--- config.mk ---
export PLATFORM = sky130hd
export DESIGN_NAME = phy_cal_seq
export DESIGN_NICKNAME = d
export VERILOG_FILES = /design/src/rtl/phy_cal_pkg.sv /design/src/rtl/phy_cal_meas_sel.sv /design/src/rtl/phy_cal_payload.sv /design/src/rtl/phy_cal_ctrl.sv /design/src/rtl/phy_cal_seq.sv
export SDC_FILE = /design/constraint.sdc
export NUM_CORES = 1
export LEC_CHECK = 0
export ABC_AREA = 1
export BUFFER_PORTS_ARGS = -buffer_cell sky130_fd_sc_hd__buf_2
export CORE_ASPECT_RATIO = 0.7
export CORE_MARGIN = 4
export CORE_UTILIZATION = 30
export CTS_BUF_LIST = sky130_fd_sc_hd__clkbuf_4 sky130_fd_sc_hd__clkbuf_8
export DETAILED_ROUTE_END_ITERATION = 16
export SETUP_SLACK_MARGIN = 0.4
export SYNTH_ARGS = -nofsm -noshare
export SYNTH_HDL_FRONTEND = slang
export SYNTH_HIERARCHICAL = 1
export SYNTH_SLANG_ARGS = --single-unit
--- constraint.sdc ---
create_clock -name clk -period 2.3 [get_ports clk]
set_input_delay 0.69 -clock clk [delete_from_list [all_inputs] [get_ports clk]]
set_output_delay 0.69 -clock clk [all_outputs]
set_load 0.02 [all_outputs]
--- src/rtl/phy_cal_pkg.sv ---
package phy_cal_pkg;

    localparam int CAL_STEPS  = 3;
    localparam int STEP_W     = 2;
    localparam int MEAS_STEP  = 2;
    localparam int MEAS_LSB   = 4;
    localparam int MEAS_W     = 7;
    localparam int CODE_W     = 3;

    localparam logic [STEP_W-1:0] STEP_NONE = 2'd3;
    localparam logic [STEP_W-1:0] STEP_LAST = 2'(CAL_STEPS - 1);

    localparam logic [CODE_W-1:0] REF_19M2 = 3'd0;
    localparam logic [CODE_W-1:0] REF_20M  = 3'd1;
    localparam logic [CODE_W-1:0] REF_24M  = 3'd2;
    localparam logic [CODE_W-1:0] REF_50M  = 3'd3;

    localparam logic [MEAS_W-1:0] MEAS_SLOW = 7'h04;
    localparam logic [MEAS_W-1:0] MEAS_MID  = 7'h08;
    localparam logic [MEAS_W-1:0] MEAS_FAST = 7'h20;

    typedef enum logic [0:0] {
        ST_IDLE = 1'b0,
        ST_RUN  = 1'b1
    } seq_state_e;

    function automatic logic [15:0] step_addr(input int idx);
        case (idx)
            0:       return 16'h0015;
            1:       return 16'h0012;
            default: return 16'h1010;
        endcase
    endfunction

    function automatic logic [15:0] step_fixed_data(input int idx);
        case (idx)
            0:       return (16'd5 << 13) | (16'd1 << 10) | 16'd9;
            1:       return 16'd5 << 13;
            default: return 16'h0000;
        endcase
    endfunction

endpackage

--- src/rtl/phy_cal_meas_sel.sv ---
module phy_cal_meas_sel
    import phy_cal_pkg::*;
#(
    parameter int REF_W = 3
) (
    input  logic [REF_W-1:0]  ref_code,
    output logic [MEAS_W-1:0] meas
);

    always_comb begin
        case (ref_code)
            REF_W'(REF_50M):                  meas = MEAS_FAST;
            REF_W'(REF_19M2), REF_W'(REF_20M): meas = MEAS_SLOW;
            REF_W'(REF_24M):                  meas = MEAS_MID;
            default:                          meas = MEAS_MID;
        endcase
    end

endmodule

--- src/rtl/phy_cal_payload.sv ---
module phy_cal_payload
    import phy_cal_pkg::*;
#(
    parameter int ADDR_W = 16,
    parameter int DATA_W = 16,
    parameter int REF_W  = 3
) (
    input  logic [STEP_W-1:0] step,
    input  logic [REF_W-1:0]  ref_code,
    output logic [ADDR_W-1:0] addr,
    output logic [DATA_W-1:0] data
);

    logic [MEAS_W-1:0] meas;
    logic [ADDR_W-1:0] addr_tbl [CAL_STEPS];
    logic [DATA_W-1:0] data_tbl [CAL_STEPS];

    phy_cal_meas_sel #(.REF_W(REF_W)) u_meas (
        .ref_code (ref_code),
        .meas     (meas)
    );

    for (genvar g = 0; g < CAL_STEPS; g++) begin : g_step
        assign addr_tbl[g] = ADDR_W'(step_addr(g));
        if (g == MEAS_STEP) begin : g_meas
            assign data_tbl[g] = DATA_W'(meas) << MEAS_LSB;
        end else begin : g_fixed
            assign data_tbl[g] = DATA_W'(step_fixed_data(g));
        end
    end

    always_comb begin
        addr = '0;
        data = '0;
        if (int'(step) < CAL_STEPS) begin
            addr = addr_tbl[step];
            data = data_tbl[step];
        end
    end

endmodule

--- src/rtl/phy_cal_ctrl.sv ---
module phy_cal_ctrl
    import phy_cal_pkg::*;
#(
    parameter int ADDR_W = 16,
    parameter int DATA_W = 16,
    parameter int REF_W  = 3
) (
    input  logic              clk,
    input  logic              rst_n,
    input  logic              cal_req,
    input  logic [REF_W-1:0]  ref_sel,
    input  logic              wr_done,
    input  logic              wr_err,
    input  logic [ADDR_W-1:0] pl_addr,
    input  logic [DATA_W-1:0] pl_data,
    output logic [STEP_W-1:0] pl_step,
    output logic [REF_W-1:0]  pl_ref,
    output logic [ADDR_W-1:0] wr_addr,
    output logic [DATA_W-1:0] wr_data,
    output logic              wr_start,
    output logic              cal_busy,
    output logic              cal_done,
    output logic              cal_fail,
    output logic [STEP_W-1:0] fail_step
);

    typedef struct packed {
        seq_state_e        state;
        logic [STEP_W-1:0] step;
        logic [REF_W-1:0]  ref_code;
        logic              start;
        logic              done;
        logic              fail;
        logic [STEP_W-1:0] fail_step;
        logic [ADDR_W-1:0] addr;
        logic [DATA_W-1:0] data;
    } ctrl_t;

    ctrl_t r_q, r_d;
    logic  done_seen;

    assign done_seen = wr_done && !r_q.start;

    always_comb begin
        r_d       = r_q;
        r_d.start = 1'b0;
        r_d.done  = 1'b0;
        r_d.fail  = 1'b0;
        pl_step   = r_q.step;
        pl_ref    = r_q.ref_code;
        case (r_q.state)
            ST_IDLE: begin
                if (cal_req) begin
                    pl_step       = '0;
                    pl_ref        = ref_sel;
                    r_d.state     = ST_RUN;
                    r_d.step      = '0;
                    r_d.ref_code  = ref_sel;
                    r_d.start     = 1'b1;
                    r_d.fail_step = STEP_NONE;
                    r_d.addr      = pl_addr;
                    r_d.data      = pl_data;
                end
            end
            ST_RUN: begin
                if (done_seen) begin
                    if (wr_err) begin
                        r_d.state     = ST_IDLE;
                        r_d.done      = 1'b1;
                        r_d.fail      = 1'b1;
                        r_d.fail_step = r_q.step;
                    end else if (r_q.step == STEP_LAST) begin
                        r_d.state = ST_IDLE;
                        r_d.done  = 1'b1;
                    end else begin
                        pl_step   = r_q.step + 1'b1;
                        r_d.step  = r_q.step + 1'b1;
                        r_d.start = 1'b1;
                        r_d.addr  = pl_addr;
                        r_d.data  = pl_data;
                    end
                end
            end
            default: r_d.state = ST_IDLE;
        endcase
    end

    always_ff @(posedge clk or negedge rst_n) begin
        if (!rst_n) begin
            r_q           <= '0;
            r_q.state     <= ST_IDLE;
            r_q.fail_step <= STEP_NONE;
        end else begin
            r_q <= r_d;
        end
    end

    assign wr_addr   = r_q.addr;
    assign wr_data   = r_q.data;
    assign wr_start  = r_q.start;
    assign cal_busy  = (r_q.state == ST_RUN);
    assign cal_done  = r_q.done;
    assign cal_fail  = r_q.fail;
    assign fail_step = r_q.fail_step;

endmodule

--- src/rtl/phy_cal_seq.sv ---
module phy_cal_seq
    import phy_cal_pkg::*;
#(
    parameter int ADDR_W = 16,
    parameter int DATA_W = 16,
    parameter int REF_W  = 3
) (
    input  logic              clk,
    input  logic              rst_n,
    input  logic              cal_req,
    input  logic [REF_W-1:0]  ref_sel,
    output logic [ADDR_W-1:0] wr_addr,
    output logic [DATA_W-1:0] wr_data,
    output logic              wr_start,
    input  logic              wr_done,
    input  logic              wr_err,
    output logic              cal_busy,
    output logic              cal_done,
    output logic              cal_fail,
    output logic [1:0]        fail_step
);

    logic [STEP_W-1:0] pl_step;
    logic [REF_W-1:0]  pl_ref;
    logic [ADDR_W-1:0] pl_addr;
    logic [DATA_W-1:0] pl_data;

    phy_cal_payload #(
        .ADDR_W (ADDR_W),
        .DATA_W (DATA_W),
        .REF_W  (REF_W)
    ) u_payload (
        .step     (pl_step),
        .ref_code (pl_ref),
        .addr     (pl_addr),
        .data     (pl_data)
    );

    phy_cal_ctrl #(
        .ADDR_W (ADDR_W),
        .DATA_W (DATA_W),
        .REF_W  (REF_W)
    ) u_ctrl (
        .clk       (clk),
        .rst_n     (rst_n),
        .cal_req   (cal_req),
        .ref_sel   (ref_sel),
        .wr_done   (wr_done),
        .wr_err    (wr_err),
        .pl_addr   (pl_addr),
        .pl_data   (pl_data),
        .pl_step   (pl_step),
        .pl_ref    (pl_ref),
        .wr_addr   (wr_addr),
        .wr_data   (wr_data),
        .wr_start  (wr_start),
        .cal_busy  (cal_busy),
        .cal_done  (cal_done),
        .cal_fail  (cal_fail),
        .fail_step (fail_step)
    );

endmodule

==> results.py <==
metrics = {
    "worst_setup_path": {
        "timing.critical_path.max_delay_family": "simple AND/OR/NAND/NOR gates",
        "max_stage_delay_on_crit_path_ns": 0.49,
        "critical_path_depth": 6,
        "timing.setup.critical_path_class": "flip-flop to flip-flop",
        "setup.worst_path.end": "u_ctrl/wr_addr[4]",
        "crit_chain": "inv_2 > nand2_4 > buf_4 > nand2_2 > nand3_1 > nand2_1",
        "critPathLaunchType": "flip-flop",
        "path_depth_of_the_worst_reg2reg_path": 6,
        "critical_path.reg2reg.endpoint": "u_ctrl/wr_addr[4]",
        "arrival_ns": 1.90,
        "end_kind": "flip-flop",
        "critical_path.reg2reg.startpoint": "u_ctrl/cal_busy",
        "startpoint": "u_ctrl/cal_busy",
        "r2r_setup_slack_ns": 0.58,
        "cp.required_ns": 2.49,
        "worst-path-buf-inv": 2,
        "cp_max_fo": 25,
        "timing.critical_path.slowest_stage_cell": "sky130_fd_sc_hd__dfrtp_1",
    },
    "finish": {
        "layout.nets": 312,
        "post_layout_instance_count_excluding_filler_cells": 404,
        "layout_commonest_cell": "sky130_fd_sc_hd__nand3_1",
        "finish.instance_area_sq_mm": 0.00249,
        "post_route_cells_drive_above_1_share_pct": 23.8,
        "fin_util_pct": 31.6,
        "multi_input_combinational_cell_area_sq_um": 836,
        "layout-area-overhead-vs-synth_pct": 1.79,
        "n_antenna_cell": 0,
        "final_cell_mix": "sky130_fd_sc_hd__nand3_1, sky130_fd_sc_hd__nand2_1, sky130_fd_sc_hd__buf_2, sky130_fd_sc_hd__dfrtp_1, sky130_fd_sc_hd__conb_1",
        "fillCellCount": 896,
        "layout.area.seq_sq_mm": 0.00108,
    },
    "drt": {
        "count_of_routing_violations_after_the_opening_detailed_route_iteration": 120,
        "detailedRoute.firstPassIterationCount": 4,
        "drc_errors_left": 0,
        "viasPerCell": 4.24,
        "final_antenna_net_count": 0,
        "routedWlPerCell_um": 12.6,
        "detailroute.via_count": 1713,
        "wirelength_um": 5100,
    },
    "synthesis": {
        "async_reset_ff_share_pct": 100,
        "synth_edf_count": 0,
        "post_synthesis_cell_area_sq_mm": 0.00245,
        "netlist_instances": 296,
        "synthesis.yosys.warnings": 6,
        "synth_sequential_area_ratio_pct": 44.0,
        "synth_top_flop_cell": "sky130_fd_sc_hd__dfrtp_1",
        "yosys_cell_types": 19,
        "postSynthRegisterBits": 43,
        "syn-mean-instance-area_sq_um": 8.28,
    },
    "global_routing": {
        "number_of_global_route_vias_before_repair": 1674,
        "grt_remaining_overflow": 0,
        "maximum_number_of_pins_on_one_net_before_global_route_repair": 27,
        "grt_pass1_wl_um": 8640,
        "number_of_antenna_violations_at_the_first_check_in_global_routing": 0,
        "global_route_usage_over_all_layers_pct": 11.2,
    },
    "sta": {
        "hold_violations": 0,
        "setup_tns_ns": 0,
        "finalCriticalPeriod_ns": 1.72,
        "rsz0062_at_grt": "no",
        "final.setup_skew_ns": 0.00595,
        "final_min_period_over_clock_period_pct": 74.6,
        "max_slew_margin_pct": 65.2,
        "finalMaxSlewViolations": 0,
        "worst-slew-pin-transition_ns": 0.520,
        "final-setup-viol-count": 0,
        "max_freq_ghz": 0.583,
    },
    "power_and_ir_drop": {
        "power_per_cell_area_mw_per_mm2": 1360,
        "p_leak_uw": 0.00142,
        "ir_worst_vdd_uv": 434,
    },
    "floorplanning": {
        "die_area_sq_mm": 0.00970,
        "core_area_sq_mm": 0.00791,
        "io-pin-count": 46,
        "initial_core_util_pct": 31.0,
        "die_h_um": 83.6,
        "core.rowCount": 27,
        "floorplan.die.width_um": 116,
    },
    "clocking": {
        "cts_tree": "done",
        "cts-root-to-sink-buffers": 2,
        "cts.sinks": 43,
        "cts_root_buffer": "sky130_fd_sc_hd__clkbuf_8",
        "cts_buffers": 5,
        "worst_setup_hold_path_clk_slew_ns": 0.08,
        "htree_num_levels": 2,
        "worstSkewPairLatency_ns": 0.29,
    },
    "place": {
        "hpwl_um": 3700,
        "gp_congestion": 0.775,
        "dpl_cell_area_sq_mm": 0.00241,
        "place.port_buffers": 45,
        "dp_cell_count": 396,
    },
    "min_path": {
        "holdCritPathClass": "input port to async pin",
    },
    "flow_run": {
        "number_of_max_cap_violations": 0,
    },
    "outcome": {
        "run_status": "finished clean",
    },
}
[kinds of logic after synthesis]
kind of cell | count (synthesis) | share of synthesized area (%)
and+or+nand+nor | 151 | 28.5
buffers and inverters | 91 | 24.7
DFF | 43 | 44.0
AOI/OAI and AO/OA | 7 | 1.53
adders and majority gates | 2 | 1.02
other | 2 | 0.306
[power by group]
group | internal (uW) | switching [uW] | leakage [uW] | total [uW]
sequential | 1100 | 181 | 0.000543 | 1280
clock | 224 | 262 | 0.0000446 | 486
combinational | 509 | 1110 | 0.000837 | 1620
total | 1830 | 1560 | 0.00142 | 3390
[layout make-up]
| cell class | instances | area share (%) |
|---|---|---|
| inverters | 20 | 3.01 |
| repair buffers | 52 | 11.6 |
| well taps | 101 | 5.07 |
| clock inverters | 2 | 0.502 |
| flip-flops and latches | 43 | 43.2 |
| multi-input cells | 180 | 33.5 |
| clock buffers | 6 | 3.06 |
[cells in the mapped netlist, types with 4 or more instances]
master / count / area, sq um
sky130_fd_sc_hd__buf_2: 7 / 35.0
sky130_fd_sc_hd__buf_4: 61 / 458
sky130_fd_sc_hd__dfrtp_1: 41 / 1030
sky130_fd_sc_hd__inv_1: 18 / 67.6
sky130_fd_sc_hd__nand2_1: 61 / 229
sky130_fd_sc_hd__nand3_1: 67 / 335
sky130_fd_sc_hd__nand3_2: 4 / 40.0
sky130_fd_sc_hd__nor2_1: 14 / 52.6
sky130_fd_sc_hd__o21ai_0: 6 / 30.0
[routing by layer]
metal  wire (um)  GRT usage [%]  vias to the layer above  share of wire (%)
li1            -              -                      872                  -
met1        2490           15.5                      805                 49
met2        2240           16.8                       34                 44
met3         358           4.28                        2                7.0
met4          19           2.21                        0               0.37
met5           0              0                        -                  0
[worst min path at each step]
| stage | startpoint | endpoint | slack, ns |
|---|---|---|---|
| detailed placement | u_ctrl/r_q[38] | u_ctrl/r_q[38] | 0.45 |
| global placement | u_ctrl/r_q[39] | u_ctrl/r_q[39] | 0.45 |
| global route | rst_n | u_ctrl/wr_addr[4] | 0.38 |
| CTS | rst_n | u_ctrl/wr_addr[4] | 0.36 |
| finish | rst_n | u_ctrl/r_q[39] | 0.36 |
| floorplan | rst_n | u_ctrl/cal_busy | 0.39 |
[worst reg2reg max path, cell delays in order (launching register included)]
cell and delay [ns]:
sky130_fd_sc_hd__dfrtp_1 0.49, sky130_fd_sc_hd__inv_2 0.11, sky130_fd_sc_hd__nand2_4 0.09, sky130_fd_sc_hd__buf_4 0.26
sky130_fd_sc_hd__nand2_2 0.37, sky130_fd_sc_hd__nand3_1 0.23, sky130_fd_sc_hd__nand2_1 0.07
[what timing repair did]
action                                  CTS  global route
buffers inserted                          0             0
gates resized for setup                   0             1
hold buffers                              0             0
endpoints found under the setup margin    0             9
[state kept, by name (all words and copies together), names as in the netlist]
| signal | cells |
|---|---|
| u_ctrl/wr_data | 16 |
| u_ctrl/wr_addr | 16 |
| u_ctrl/cal_done | 1 |
| u_ctrl/wr_start | 1 |
| u_ctrl/fail_step | 2 |
| u_ctrl/r_q | 5 |
| u_ctrl/cal_fail | 1 |
| u_ctrl/cal_busy | 1 |
[stage by stage]
step / hold slack [ns] / power (uW) / setup WS [ns]
after detailed placement: 0.455 / 2940 / 0.115
after CTS: 0.361 / 3440 / 0.418
after global placement: 0.449 / 2900 / 0.239
after global routing: 0.377 / 3700 / 0.403
after floorplan: 0.394 / 2900 / 0.429
final: 0.355 / 3390 / 0.583
No activity file was read; power rests on OpenSTA's default activity.
